===== src/rtl/lrt_pkg.sv =====
package lrt_pkg;

  typedef enum logic [1:0] {
    ST_NONE   = 2'd0,
    ST_ACCEPT = 2'd1,
    ST_FULL   = 2'd2,
    ST_ALIAS  = 2'd3
  } reqStatus_e;

  // Strobes from control to the table datapath
  typedef struct packed {
    logic insRd;
    logic insWr;
    logic retRd;
    logic retWr;
  } tblStrobe_t;

  // Kind codes 2..9 are write-class; everything else is read-class
  function automatic logic isWriteClass(input logic [3:0] kind);
    return (kind >= 4'd2) && (kind <= 4'd9);
  endfunction

endpackage


===== src/rtl/lrt_cam.sv =====
module lrt_cam #(
  parameter int TAG_W   = 26,
  parameter int ENTRIES = 8,
  parameter int TIME_W  = 16,
  parameter int THRESH  = 64
) (
  input  logic                           clk,
  input  logic                           rstN,
  input  logic [TAG_W-1:0]               lookTag,
  input  logic                           insert,
  input  logic [TAG_W-1:0]               retTag,
  input  logic                           retire,
  input  logic [TIME_W-1:0]              nowCycle,
  output logic                           lookHit,
  output logic                           retHit,
  output logic [TIME_W-1:0]              retIssue,
  output logic                           hasFree,
  output logic [$clog2(ENTRIES+1)-1:0]   occ,
  output logic                           anyAged
);
  localparam int IDX_W = (ENTRIES > 1) ? $clog2(ENTRIES) : 1;
  localparam int OCC_W = $clog2(ENTRIES+1);

  logic [ENTRIES-1:0] valid;
  logic [TAG_W-1:0]   tagMem   [ENTRIES];
  logic [TIME_W-1:0]  issueMem [ENTRIES];
  logic [ENTRIES-1:0] lookMatch, retMatch, retClear, agedVec;
  logic [IDX_W-1:0]   freeIdx;

  always_comb begin
    retIssue = '0;
    occ      = '0;
    for (int i = 0; i < ENTRIES; i++) begin
      lookMatch[i] = valid[i] && (tagMem[i] == lookTag);
      retMatch[i]  = valid[i] && (tagMem[i] == retTag);
      agedVec[i]   = valid[i] && ((nowCycle - issueMem[i]) >= TIME_W'(THRESH));
      if (retMatch[i]) retIssue = issueMem[i];
      occ = occ + OCC_W'(valid[i]);
    end
    retClear = retire ? retMatch : '0;
    hasFree  = 1'b0;
    freeIdx  = '0;
    for (int i = ENTRIES-1; i >= 0; i--) begin
      if (!valid[i] || retClear[i]) begin
        hasFree = 1'b1;
        freeIdx = IDX_W'(i);
      end
    end
  end

  assign lookHit = |(lookMatch & ~retClear);
  assign retHit  = |retMatch;
  assign anyAged = |agedVec;

  always_ff @(posedge clk or negedge rstN) begin
    if (!rstN) valid <= '0;
    else       valid <= (valid & ~retClear) | (insert ? (ENTRIES'(1) << freeIdx) : '0);
  end

  always_ff @(posedge clk) begin
    if (insert) begin
      tagMem[freeIdx]   <= lookTag;
      issueMem[freeIdx] <= nowCycle;
    end
  end

  AST_UNIQUE_LINE: assert property (@(posedge clk) disable iff (!rstN)
    $onehot0(lookMatch));
  AST_INSERT_ROOM: assert property (@(posedge clk) disable iff (!rstN)
    insert |-> hasFree);

endmodule


===== src/rtl/lrt_datapath.sv =====
module lrt_datapath
  import lrt_pkg::*;
#(
  parameter int TAG_W   = 26,
  parameter int ENTRIES = 8,
  parameter int TIME_W  = 16,
  parameter int THRESH  = 64
) (
  input  logic                         clk,
  input  logic                         rstN,
  input  logic [TAG_W-1:0]             reqLine,
  input  logic [TAG_W-1:0]             cplLine,
  input  logic                         cplIsWrite,
  input  tblStrobe_t                   strb,
  output logic [1:0]                   lookHit,
  output logic [1:0]                   retHit,
  output logic [1:0]                   hasFree,
  output logic [$clog2(ENTRIES+1)-1:0] occRd,
  output logic [$clog2(ENTRIES+1)-1:0] occWr,
  output logic                         anyAged,
  output logic [TIME_W-1:0]            cplLatency
);
  localparam int OCC_W = $clog2(ENTRIES+1);

  logic [TIME_W-1:0] nowCycle;
  logic [1:0]        insVec, retVec, agedVec;
  logic [OCC_W-1:0]  occArr   [2];
  logic [TIME_W-1:0] issueArr [2];

  assign insVec = {strb.insWr, strb.insRd};
  assign retVec = {strb.retWr, strb.retRd};

  always_ff @(posedge clk or negedge rstN) begin
    if (!rstN) nowCycle <= '0;
    else       nowCycle <= nowCycle + 1'b1;
  end

  // index 0 = read-class table, index 1 = write-class table
  for (genvar t = 0; t < 2; t++) begin : g_tbl
    lrt_cam #(.TAG_W(TAG_W), .ENTRIES(ENTRIES), .TIME_W(TIME_W), .THRESH(THRESH)) u_cam (
      .clk(clk), .rstN(rstN),
      .lookTag(reqLine), .insert(insVec[t]),
      .retTag(cplLine), .retire(retVec[t]),
      .nowCycle(nowCycle),
      .lookHit(lookHit[t]), .retHit(retHit[t]), .retIssue(issueArr[t]),
      .hasFree(hasFree[t]), .occ(occArr[t]), .anyAged(agedVec[t])
    );
  end

  assign occRd      = occArr[0];
  assign occWr      = occArr[1];
  assign anyAged    = |agedVec;
  assign cplLatency = nowCycle - issueArr[cplIsWrite];

endmodule


===== src/rtl/lrt_ctrl.sv =====
module lrt_ctrl
  import lrt_pkg::*;
#(
  parameter int ENTRIES     = 8,
  parameter int MAX_OUT     = 12,
  parameter int DEAD_THRESH = 64,
  parameter int CNT_W       = 8
) (
  input  logic                             clk,
  input  logic                             rstN,
  input  logic                             reqValid,
  input  logic [3:0]                       reqKind,
  input  logic                             cplValid,
  input  logic                             cplIsWrite,
  input  logic [1:0]                       lookHit,
  input  logic [1:0]                       retHit,
  input  logic [1:0]                       hasFree,
  input  logic [$clog2(ENTRIES+1)-1:0]     occRd,
  input  logic [$clog2(ENTRIES+1)-1:0]     occWr,
  input  logic                             anyAged,
  output tblStrobe_t                       strb,
  output logic [1:0]                       reqStatus,
  output logic                             cplError,
  output logic [$clog2(2*ENTRIES+1)-1:0]   outCount,
  output logic [CNT_W-1:0]                 storeOnLoad,
  output logic [CNT_W-1:0]                 storeOnStore,
  output logic [CNT_W-1:0]                 loadOnLoad,
  output logic [CNT_W-1:0]                 loadOnStore,
  output logic                             deadlockAlarm
);
  localparam int OCC_W = $clog2(2*ENTRIES+1);
  localparam int WD_W  = $clog2(DEAD_THRESH+1);

  logic             wc, cplOk, accept, aliasCross, aliasSame;
  logic [OCC_W-1:0] countAfter, countNext;
  logic             wdArmed;
  logic [WD_W-1:0]  wdTimer;
  reqStatus_e       status;

  assign wc         = isWriteClass(reqKind);
  assign cplOk      = cplValid && retHit[cplIsWrite];
  assign cplError   = cplValid && !retHit[cplIsWrite];
  assign countAfter = outCount - OCC_W'(cplOk);
  assign aliasCross = lookHit[!wc];
  assign aliasSame  = lookHit[wc];

  always_comb begin
    status = ST_NONE;
    if (reqValid) begin
      if ((countAfter >= OCC_W'(MAX_OUT)) || !hasFree[wc]) status = ST_FULL;
      else if (aliasCross || aliasSame)                      status = ST_ALIAS;
      else                                                   status = ST_ACCEPT;
    end
  end

  assign reqStatus  = status;
  assign accept     = (status == ST_ACCEPT);
  assign strb.insRd = accept && !wc;
  assign strb.insWr = accept && wc;
  assign strb.retRd = cplOk && !cplIsWrite;
  assign strb.retWr = cplOk && cplIsWrite;
  assign countNext  = countAfter + OCC_W'(accept);

  always_ff @(posedge clk or negedge rstN) begin
    if (!rstN) begin
      outCount     <= '0;
      storeOnLoad  <= '0;
      storeOnStore <= '0;
      loadOnLoad   <= '0;
      loadOnStore  <= '0;
    end else begin
      outCount <= countNext;
      if (status == ST_ALIAS) begin
        if (wc && aliasCross)       storeOnLoad  <= storeOnLoad + 1'b1;
        else if (wc)                storeOnStore <= storeOnStore + 1'b1;
        else if (aliasCross)        loadOnStore  <= loadOnStore + 1'b1;
        else                        loadOnLoad   <= loadOnLoad + 1'b1;
      end
    end
  end

  // Age watchdog
  always_ff @(posedge clk or negedge rstN) begin
    if (!rstN) begin
      wdArmed       <= 1'b0;
      wdTimer       <= '0;
      deadlockAlarm <= 1'b0;
    end else if (wdArmed) begin
      if (wdTimer == WD_W'(1)) begin
        if (anyAged) deadlockAlarm <= 1'b1;
        if (countNext != '0) wdTimer <= WD_W'(DEAD_THRESH);
        else                 wdArmed <= 1'b0;
      end else begin
        wdTimer <= wdTimer - 1'b1;
      end
    end else if (accept) begin
      wdArmed <= 1'b1;
      wdTimer <= WD_W'(DEAD_THRESH);
    end
  end

  AST_COUNT_MATCH: assert property (@(posedge clk) disable iff (!rstN)
    outCount == (OCC_W'(occRd) + OCC_W'(occWr)));
  AST_NO_OVERFLOW: assert property (@(posedge clk) disable iff (!rstN)
    outCount <= OCC_W'(MAX_OUT));
  AST_ALIAS_NO_GROW: assert property (@(posedge clk) disable iff (!rstN)
    (reqStatus == ST_ALIAS) |=> (outCount <= $past(outCount)));
  AST_ERR_NO_CHANGE: assert property (@(posedge clk) disable iff (!rstN)
    (cplError && reqStatus != ST_ACCEPT) |=> (outCount == $past(outCount)));
  AST_ALARM_STICKY: assert property (@(posedge clk) disable iff (!rstN)
    deadlockAlarm |=> deadlockAlarm);

endmodule


===== src/rtl/line_req_tracker.sv =====
module line_req_tracker
  import lrt_pkg::*;
#(
  parameter int ADDR_W      = 32,
  parameter int LINE_BYTES  = 64,
  parameter int ENTRIES     = 8,
  parameter int MAX_OUT     = 12,
  parameter int TIME_W      = 16,
  parameter int DEAD_THRESH = 64,
  parameter int CNT_W       = 8
) (
  input  logic                           clk,
  input  logic                           rstN,
  input  logic                           reqValid,
  input  logic [3:0]                     reqKind,
  input  logic [ADDR_W-1:0]              reqAddr,
  output logic [1:0]                     reqStatus,
  input  logic                           cplValid,
  input  logic                           cplIsWrite,
  input  logic [ADDR_W-1:0]              cplAddr,
  output logic                           cplError,
  output logic [TIME_W-1:0]              cplLatency,
  output logic [$clog2(2*ENTRIES+1)-1:0] outCount,
  output logic [CNT_W-1:0]               storeOnLoad,
  output logic [CNT_W-1:0]               storeOnStore,
  output logic [CNT_W-1:0]               loadOnLoad,
  output logic [CNT_W-1:0]               loadOnStore,
  output logic                           deadlockAlarm
);
  localparam int OFS_W = $clog2(LINE_BYTES);
  localparam int TAG_W = ADDR_W - OFS_W;
  localparam int OCC_W = $clog2(ENTRIES+1);

  tblStrobe_t       strb;
  logic [1:0]       lookHit, retHit, hasFree;
  logic [OCC_W-1:0] occRd, occWr;
  logic             anyAged;

  lrt_datapath #(.TAG_W(TAG_W), .ENTRIES(ENTRIES), .TIME_W(TIME_W), .THRESH(DEAD_THRESH)) u_dp (
    .clk(clk), .rstN(rstN),
    .reqLine(reqAddr[ADDR_W-1:OFS_W]), .cplLine(cplAddr[ADDR_W-1:OFS_W]),
    .cplIsWrite(cplIsWrite), .strb(strb),
    .lookHit(lookHit), .retHit(retHit), .hasFree(hasFree),
    .occRd(occRd), .occWr(occWr), .anyAged(anyAged), .cplLatency(cplLatency)
  );

  lrt_ctrl #(.ENTRIES(ENTRIES), .MAX_OUT(MAX_OUT), .DEAD_THRESH(DEAD_THRESH), .CNT_W(CNT_W)) u_ctrl (
    .clk(clk), .rstN(rstN),
    .reqValid(reqValid), .reqKind(reqKind),
    .cplValid(cplValid), .cplIsWrite(cplIsWrite),
    .lookHit(lookHit), .retHit(retHit), .hasFree(hasFree),
    .occRd(occRd), .occWr(occWr), .anyAged(anyAged),
    .strb(strb), .reqStatus(reqStatus), .cplError(cplError), .outCount(outCount),
    .storeOnLoad(storeOnLoad), .storeOnStore(storeOnStore),
    .loadOnLoad(loadOnLoad), .loadOnStore(loadOnStore),
    .deadlockAlarm(deadlockAlarm)
  );

endmodule


===== config.mk =====
export PLATFORM = sky130hd
export DESIGN_NAME = line_req_tracker
export DESIGN_NICKNAME = d
export VERILOG_FILES = /design/src/rtl/lrt_pkg.sv /design/src/rtl/lrt_cam.sv /design/src/rtl/lrt_datapath.sv /design/src/rtl/lrt_ctrl.sv /design/src/rtl/line_req_tracker.sv
export SDC_FILE = /design/constraint.sdc
export NUM_CORES = 2
export LEC_CHECK = 0
export ABC_CLOCK_PERIOD_IN_PS = 11940
export BUFFER_PORTS_ARGS = -buffer_cell sky130_fd_sc_hd__buf_2
export CORE_UTILIZATION = 40
export CTS_BUF_LIST = sky130_fd_sc_hd__clkbuf_8
export CTS_CLUSTER_DIAMETER = 80
export DETAILED_ROUTE_END_ITERATION = 10
export PLACE_DENSITY = 0.64
export SLEW_MARGIN = 25
export SYNTH_ARGS = -nofsm -noshare
export SYNTH_HDL_FRONTEND = slang
export SYNTH_SLANG_ARGS = --single-unit
export TNS_END_PERCENT = 50

===== constraint.sdc =====
create_clock -name clk -period 11.94 [get_ports clk]
set_clock_uncertainty 0.15 [all_clocks]
set_input_delay 0.597 -clock clk [delete_from_list [all_inputs] [get_ports clk]]
set_output_delay 0.597 -clock clk [all_outputs]
set_load 0.05 [all_outputs]

* Yosys cells after proc, flatten, opt, wreduce, memory -nomap -nowiden
Memory sizes are Yosys's and may differ from the RTL's.
Cells that the tools add are included.
** Operators by class
- Add/subtract/negate cells :: 25
- Multipliers :: 0
- Div/mod/pow operators :: 0
- Magnitude comparators :: 23
- Equality and inequality tests :: 36
- Shift-type cells :: 2
- Multiplexer cells :: 78
- Bitwise logic cells :: 12
- Reductions and logical operators :: 107
** Operator list (number)
- $eq 26x26->1 :: 32
- $mux 16 :: 19
- $sub 16x16->16 :: 17
- $ge 16x7->1 const B :: 16
- $logic_and 1x1->1 :: 56
- $mux 3 :: 16
- $add 8x1->8 const B :: 4
- $and 8x8->8 :: 4
- $mux 1 :: 32
- $mux 8 :: 4
- $reduce_or 8->1 :: 4
- $mux 7 :: 4
- $logic_not 1->1 :: 20
- $logic_or 1x1->1 :: 18
- $add 16x1->16 const B :: 1
- $not 8->8 :: 2
- $or 8x8->8 :: 2
- $reduce_or 16->1 :: 1
- $shl 1x3->8 const A :: 2
- $reduce_and 4->1 :: 2
- $eq 7x1->1 const B :: 1
- $sub 7x1->7 const B :: 1
- $lt 1x2->1 const B :: 3
- $mux 2 :: 3
- 15 further kinds :: 19
** Word-level totals
- Flip-flop bits (word level) :: 78
- Latch bits :: 0
- RAM bits :: 672
- Memory bits (read-only) :: 0
- Bits of input ports :: 73
- Word-level logic and storage cells :: 298
- Memories :: 4
** Memories
- u_dp.g_tbl[0].u_cam.tagMem :: words 8, width 26, rd ports 8, clocked after memory_dff 0, wr ports 1, line lrt_cam.sv:25 : logic [TAG_W-1:0] tagMem [ENTRIES];
- u_dp.g_tbl[1].u_cam.tagMem :: words 8, width 26, rd ports 8, clocked after memory_dff 0, wr ports 1, line lrt_cam.sv:25
- u_dp.g_tbl[0].u_cam.issueMem :: words 8, width 16, rd ports 8, clocked after memory_dff 0, wr ports 1, line lrt_cam.sv:26 : logic [TIME_W-1:0] issueMem [ENTRIES];
- u_dp.g_tbl[1].u_cam.issueMem :: words 8, width 16, rd ports 8, clocked after memory_dff 0, wr ports 1, line lrt_cam.sv:26

* Logic depth before layout (Yosys ltp)
- Depth in word-level cells :: 29
- Mapped depth :: 28
- Gate-level depth less buffers :: 26

* Modules after synthesis
Synthesis repeated with hierarchy kept, for this count alone.
** Second synthesis, totals
- Cell total of the unflattened synthesis :: 4534
- Area, all modules :: 48753.0 um^2
** Modules (own cells, without submodules)
- lrt_cam (u_dp.g_tbl[1].u_cam) :: times used 1, cells an instance 2092, area an instance 22521.6 um^2, sequential area each 10289.9 um^2
- lrt_cam (u_dp.g_tbl[0].u_cam) :: times used 1, cells an instance 2052, area an instance 22222.6 um^2, sequential area each 10289.9 um^2
- lrt_ctrl :: times used 1, cells an instance 222, area an instance 2429.8 um^2, sequential area each 1151.1 um^2
- lrt_datapath :: times used 1, cells an instance 168, area an instance 1579.0 um^2, sequential area each 400.4 um^2

* Worst setup path before layout
Ideal clock, no wire load.
- Kind :: in2reg
- Start :: input cplAddr[28]
- End :: memory u_dp.g_tbl[1].u_cam.issueMem[1][0], enable pin
- Data arrival time :: 6338 ps
- Required time :: 11349 ps
- Setup slack :: 5010 ps
- Stages :: 21
- Buffers on the path :: 2
- Cells stage by stage :: buf_2 -> xnor2_1 -> nand4_1 -> or4_4 -> nor4_4 -> nand3b_1 -> nor2_1 -> nand3_1 -> and3_1 -> ha_1 -> nor3b_1 -> xnor2_1 -> a21oi_1 -> o21ai_0 -> nand2_1 -> a41o_1 -> nor4_4 -> and2b_1 -> nand2b_1 -> buf_6 -> nor2_1
** Between the ends
- Longest elaborated chain between the ends :: 27
- Elaborated cells on any way between the ends :: 105
- Those cells by class :: 1 x add/sub; 1 x order compare; 17 x eq/ne; 39 x mux; 4 x bitwise; 43 x reduce/logical
** Ends and longest elaborated chain
- start: declaration :: line line_req_tracker.sv:20 : input logic [ADDR_W-1:0] cplAddr,
- $eq 26x26->1 :: line lrt_cam.sv:35 : retMatch[i] = valid[i] && (tagMem[i] == retTag);
- $logic_and 1x1->1 :: line lrt_cam.sv:35
- $reduce_or 8->1 :: line lrt_cam.sv:52 : assign retHit = |retMatch;
- $mux 1 (not written as such) (2 in series) :: line lrt_ctrl.sv:41 : assign cplOk = cplValid && retHit[cplIsWrite];
- $logic_and 1x1->1 :: line lrt_ctrl.sv:41
- $logic_and 1x1->1, on equally long branches :: line lrt_ctrl.sv:60, lrt_ctrl.sv:61
- $mux 8 :: line lrt_cam.sv:40 : retClear = retire ? retMatch : '0;
- $logic_or 1x1->1 :: line lrt_cam.sv:44 : if (!valid[i] || retClear[i]) begin
- [... 10 more ...]
- $logic_not 1->1 :: line lrt_ctrl.sv:50 : if ((countAfter >= OCC_W'(MAX_OUT)) || !hasFree[wc]) status = ST_FULL;
- $logic_or 1x1->1 :: line lrt_ctrl.sv:50
- $mux 2 :: line lrt_ctrl.sv:50
- $mux 2 :: line lrt_ctrl.sv:49 : if (reqValid) begin
- $eq 2x1->1 :: line lrt_ctrl.sv:57 : assign accept = (status == ST_ACCEPT);
- $logic_and 1x1->1 :: line lrt_ctrl.sv:59 : assign strb.insWr = accept && wc;
- $mux 1 :: line lrt_cam.sv:61 : if (insert) begin
- $mux 1 (not written as such) :: line lrt_cam.sv:63 : issueMem[freeIdx] <= nowCycle;
- end: declaration :: line lrt_cam.sv:26
Parallel ways exist; a longest one is shown, timed or not. The select of a mux whose other input is x is not followed.

* Worst setup path after layout
- Start :: input cplAddr[31]
- End :: register u_ctrl.wdTimer[5]
** Between the ends
- Longest elaborated chain between the ends :: 28
- Elaborated cells on any way between the ends :: 99
- Those cells by class :: 2 x add/sub; 1 x order compare; 18 x eq/ne; 29 x mux; 4 x bitwise; 45 x reduce/logical
** Ends and longest elaborated chain
- $eq 26x26->1 :: line lrt_cam.sv:35
- $logic_and 1x1->1 :: line lrt_cam.sv:35
- $reduce_or 8->1 :: line lrt_cam.sv:52
- $mux 1 (not written as such) (2 in series) :: line lrt_ctrl.sv:41
- $logic_and 1x1->1 :: line lrt_ctrl.sv:41
- $logic_and 1x1->1, on equally long branches :: line lrt_ctrl.sv:60, lrt_ctrl.sv:61
- $mux 8 :: line lrt_cam.sv:40
- $logic_or 1x1->1 :: line lrt_cam.sv:44
- [... 12 more ...]
- $mux 2 :: line lrt_ctrl.sv:50
- $mux 2 :: line lrt_ctrl.sv:49
- $eq 2x1->1 :: line lrt_ctrl.sv:57
- $add 5x1->5 (*) :: line lrt_ctrl.sv:62 : assign countNext = countAfter + OCC_W'(accept);
- via u_ctrl.countNext[1] :: line lrt_ctrl.sv:35 : logic [OCC_W-1:0] countAfter, countNext;
- $reduce_bool 5->1 (*) :: line lrt_ctrl.sv:91 : if (countNext != '0) wdTimer <= WD_W'(DEAD_THRESH);
- $ne 3x3->1 (no source line) (*)
- $reduce_and 2->1 (no source line) (*)
- end signal: assignment :: line lrt_ctrl.sv:91
- end signal: assignment :: line lrt_ctrl.sv:94 : wdTimer <= wdTimer - 1'b1;
- end signal: assignment :: line lrt_ctrl.sv:98 : wdTimer <= WD_W'(DEAD_THRESH);
- end: declaration :: line lrt_ctrl.sv:37 : logic [WD_W-1:0] wdTimer;
Mark *: on every way through the listed nets, which the timed path passes. The rest lies on a longest branch. The select of a mux whose other input is x is not followed.
A chain may end at the register's enable or synchronous reset.

==> metrics.txt <==
hold buffers post-CTS 1; Worst Max-Slew Pin Slew 1.11 ns; most frequent CP cell ha_1; DR vias 37300; Initial Util 40.3%; Setup TNS Final 0 ns; synthesis-to-finish area growth 10.8%; I/O pins 130; row count 127; Tcrit/Tclk final 65.8%; via density per instance 5.78; first-pass GRT wire length 222000 um; RSZ-0062 raised after global routing no; Post-Syn Nets 4922; Critical path destination u_ctrl.wdTimer[5]$_DFFE_PN0P_; Fin. Hold Viols 0; post-route antenna net violation count 0; Die Area 0.122 mm2; final-report setup violation count 0; cell area after synthesis 0.0482 mm2; WS Path Type input port to flip-flop; H-tree levels 4; status finished, final reports clean; sw power 2210 uW; ys async rst share 10.4%; r2r setup slk 4.20 ns; WP buf/inv 3; initial antenna violation count 4; layout cell share with drive strength beyond 1 9.34%; clk_lat worst skew 0.82 ns; CP required 12.48 ns; Peak VDD IR 0.118 mV; power density over cell area 130 mW/mm2; Slew headroom 25.2%; Sw Share 31.8%; Iter 0 DRT Violations 4089; DRC violation count after routing 0; PostCTS Resize Cnt 0; RePlAce Congestion 0.929; Post-synth top cells 672 x edfxtp_1, 596 x xnor2_1, 349 x xor2_1; Cells after Synth 4566; Leakage Power 0.0203 uW; clk root buf clkbuf_8; vias in the first global route 35800; max frequency 0.127 GHz; Avg WL per Cell 23.4 um; Hold Worst Slack 0.0693 ns; maxcap violations 0; largest area contributor in the netlist edfxtp_1; Worst Path Arrival 8.40 ns; Worst R2R End u_ctrl.wdTimer[5]$_DFFE_PN0P_; CP Launch Point cplAddr[31]; share of the yosys chip area belonging to registers 45.9%; Final WS setup 4.08 ns; total gr overflow 0; CTS buffer count 130; Die Ht 349 um; top-count cell post-synth edfxtp_1; clk buf depth 3; min-delay worst type input port to async pin; Layout Nets 5098; Worst Path Max Fanout 18; max incr delay on CP 0.67 ns; Sequential Power Share 48.1%; P_int 4720 uW; GRT Util Overall 24.2%; Chip Width 349 um; clock network fraction of total power 32.8%; clock sinks 750; Tmin final 7.86 ns; count of flip-flops with a built-in enable after synthesis 672; Post-synth top flop edfxtp_1; Synth top area share 41.8%; I/O Buffers 116; flops & latches, synth 750; Crit-path slowest cell nand3b_1; Worst-path clk slew 0.06 ns; R2R depth 24; final design utilization 44.6%; combinational share of power 19.1%; Post-Synthesis Mean Instance Area 10.6 um2; CTS tree done; First-pass DRT Iterations 6; startpoint class of the critical path input port; largest net degree at the start of global routing 57; DP HPWL 98000 um; Stages on worst setup path 26; R2R Path Start u_dp.g_tbl[0].u_cam.tagMem[5][23]$_DFFE_PP_; top cells by area, synth edfxtp_1 42%, xnor2_1 11%, ha_1 6.9%; max-slew violations 0; warnings from Yosys 0; post-synthesis cell type count 88; dpl ws 3.31 ns; Core Area 0.120 mm2; Post CTS Setup Buffer Count 0; Routed WL 151000 um; top cell family by delay on the critical path simple AND/OR/NAND/NOR gates; endpoint class of the critical path flip-flop
## cell type report
| class | instances | area [um2] |
|---|---|---|
| Fill cell | 11300 | 66400 |
| Multi-Input combinational cell | 3310 | 24300 |
| Sequential cell | 750 | 22200 |
| Tap cell | 1612 | 2020 |
| Clock buffer | 139 | 1910 |
| Timing Repair Buffer | 217 | 1340 |
| Inverter | 333 | 1250 |
| Clock inverter | 89 | 509 |
| Antenna cell | 2 | 5.00 |
## layout by cell type, fill, tap and decap left out, drive strengths merged, types with 23 or more instances in the layout
cell type | synthesis | layout
a21boi | 26 | 26
a21oi | 230 | 230
a31oi | 23 | 23
and3 | 30 | 30
buf | 84 | 216
clkbuf | 89 | 139
clkinv | 0 | 29
dfrtp | 78 | 78
edfxtp | 672 | 672
ha | 266 | 266
inv | 333 | 390
mux2i | 41 | 41
nand2 | 156 | 156
nand2b | 57 | 57
nand3 | 128 | 128
nand4 | 202 | 202
nor2 | 253 | 253
nor2b | 38 | 38
nor3 | 74 | 74
nor4 | 113 | 113
o211ai | 32 | 32
o21a | 46 | 46
o21ai | 262 | 262
o221ai | 25 | 25
o22ai | 24 | 24
o31ai | 27 | 27
or3 | 31 | 31
xnor2 | 596 | 596
xor2 | 349 | 349
## routing by layer
layer	vias to the layer above	share of wire (%)	routed length, um	GRT usage [%]
li1	17000	-	-	-
met1	18200	42	64200	33.1
met2	1821	45	67800	38.2
met3	310	9.0	13700	4.09
met4	2	3.5	5270	9.16
met5	-	0.10	156	0
## state kept, by name, summed over array words and instances, names as in the netlist
name and flops:
u_dp.g_tbl.u_cam.tagMem 416, u_dp.g_tbl.u_cam.issueMem 256, u_dp.g_tbl.u_cam.valid 16, u_dp.nowCycle 16, u_ctrl.loadOnLoad 8, u_ctrl.loadOnStore 8, u_ctrl.storeOnLoad 8, u_ctrl.storeOnStore 8
u_ctrl.wdTimer 7, u_ctrl.outCount 5, u_ctrl.deadlockAlarm 1, u_ctrl.wdArmed 1
## through the flow
stage	cell area, um2	instances	power (uW)
6_report	53500	6452	6930
5_1_grt	53400	6450	7190
4_1_cts	53400	6450	6940
3_5_place_dp	51000	6221	4680
3_3_place_gp	51000	6221	4660
2_1_floorplan	48200	4566	4200
## worst min-delay path by stage
stage                                                   from                                    endpoint  depth (start not counted)
after global routing                             reqAddr[13]  u_dp.g_tbl[0].u_cam.tagMem[3][7]$_DFFE_PP_                          1
final                                                   rstN           u_ctrl.storeOnLoad[4]$_DFFE_PN0P_                          2
after global placement    u_ctrl.storeOnStore[7]$_DFFE_PN0P_          u_ctrl.storeOnStore[7]$_DFFE_PN0P_                          1
after CTS                                               rstN           u_ctrl.storeOnLoad[4]$_DFFE_PN0P_                          2
after floorplan                                         rstN            u_ctrl.deadlockAlarm$_DFFE_PN0P_                          0
after detailed placement  u_ctrl.storeOnStore[7]$_DFFE_PN0P_          u_ctrl.storeOnStore[7]$_DFFE_PN0P_                          1
## power groups by stage
| stage | Sequential [uW] | Combinational [uW] | Clock, uW |
|---|---|---|---|
| 6_report | 3330 | 1320 | 2280 |
| 5_1_grt | 3340 | 1430 | 2420 |
| 4_1_cts | 3320 | 1310 | 2310 |
| 3_5_place_dp | 3370 | 1310 | 0 |
| 3_3_place_gp | 3370 | 1290 | 0 |
| 2_1_floorplan | 3330 | 868 | 0 |
## cell families after synthesis
family                   count (synthesis)  synth area share, %
AND/OR/NAND/NOR                       1159                 12.7
AO/OA/AOI/OAI                          871                 11.4
adder cells (fa/ha/maj)                283                 7.61
multiplexers                            52                 1.11
flip-flops                             750                 45.9
XOR/XNOR                               945                 17.2
buffers and inverters                  506                 4.15
No activity file was read; power rests on OpenSTA's default activity.
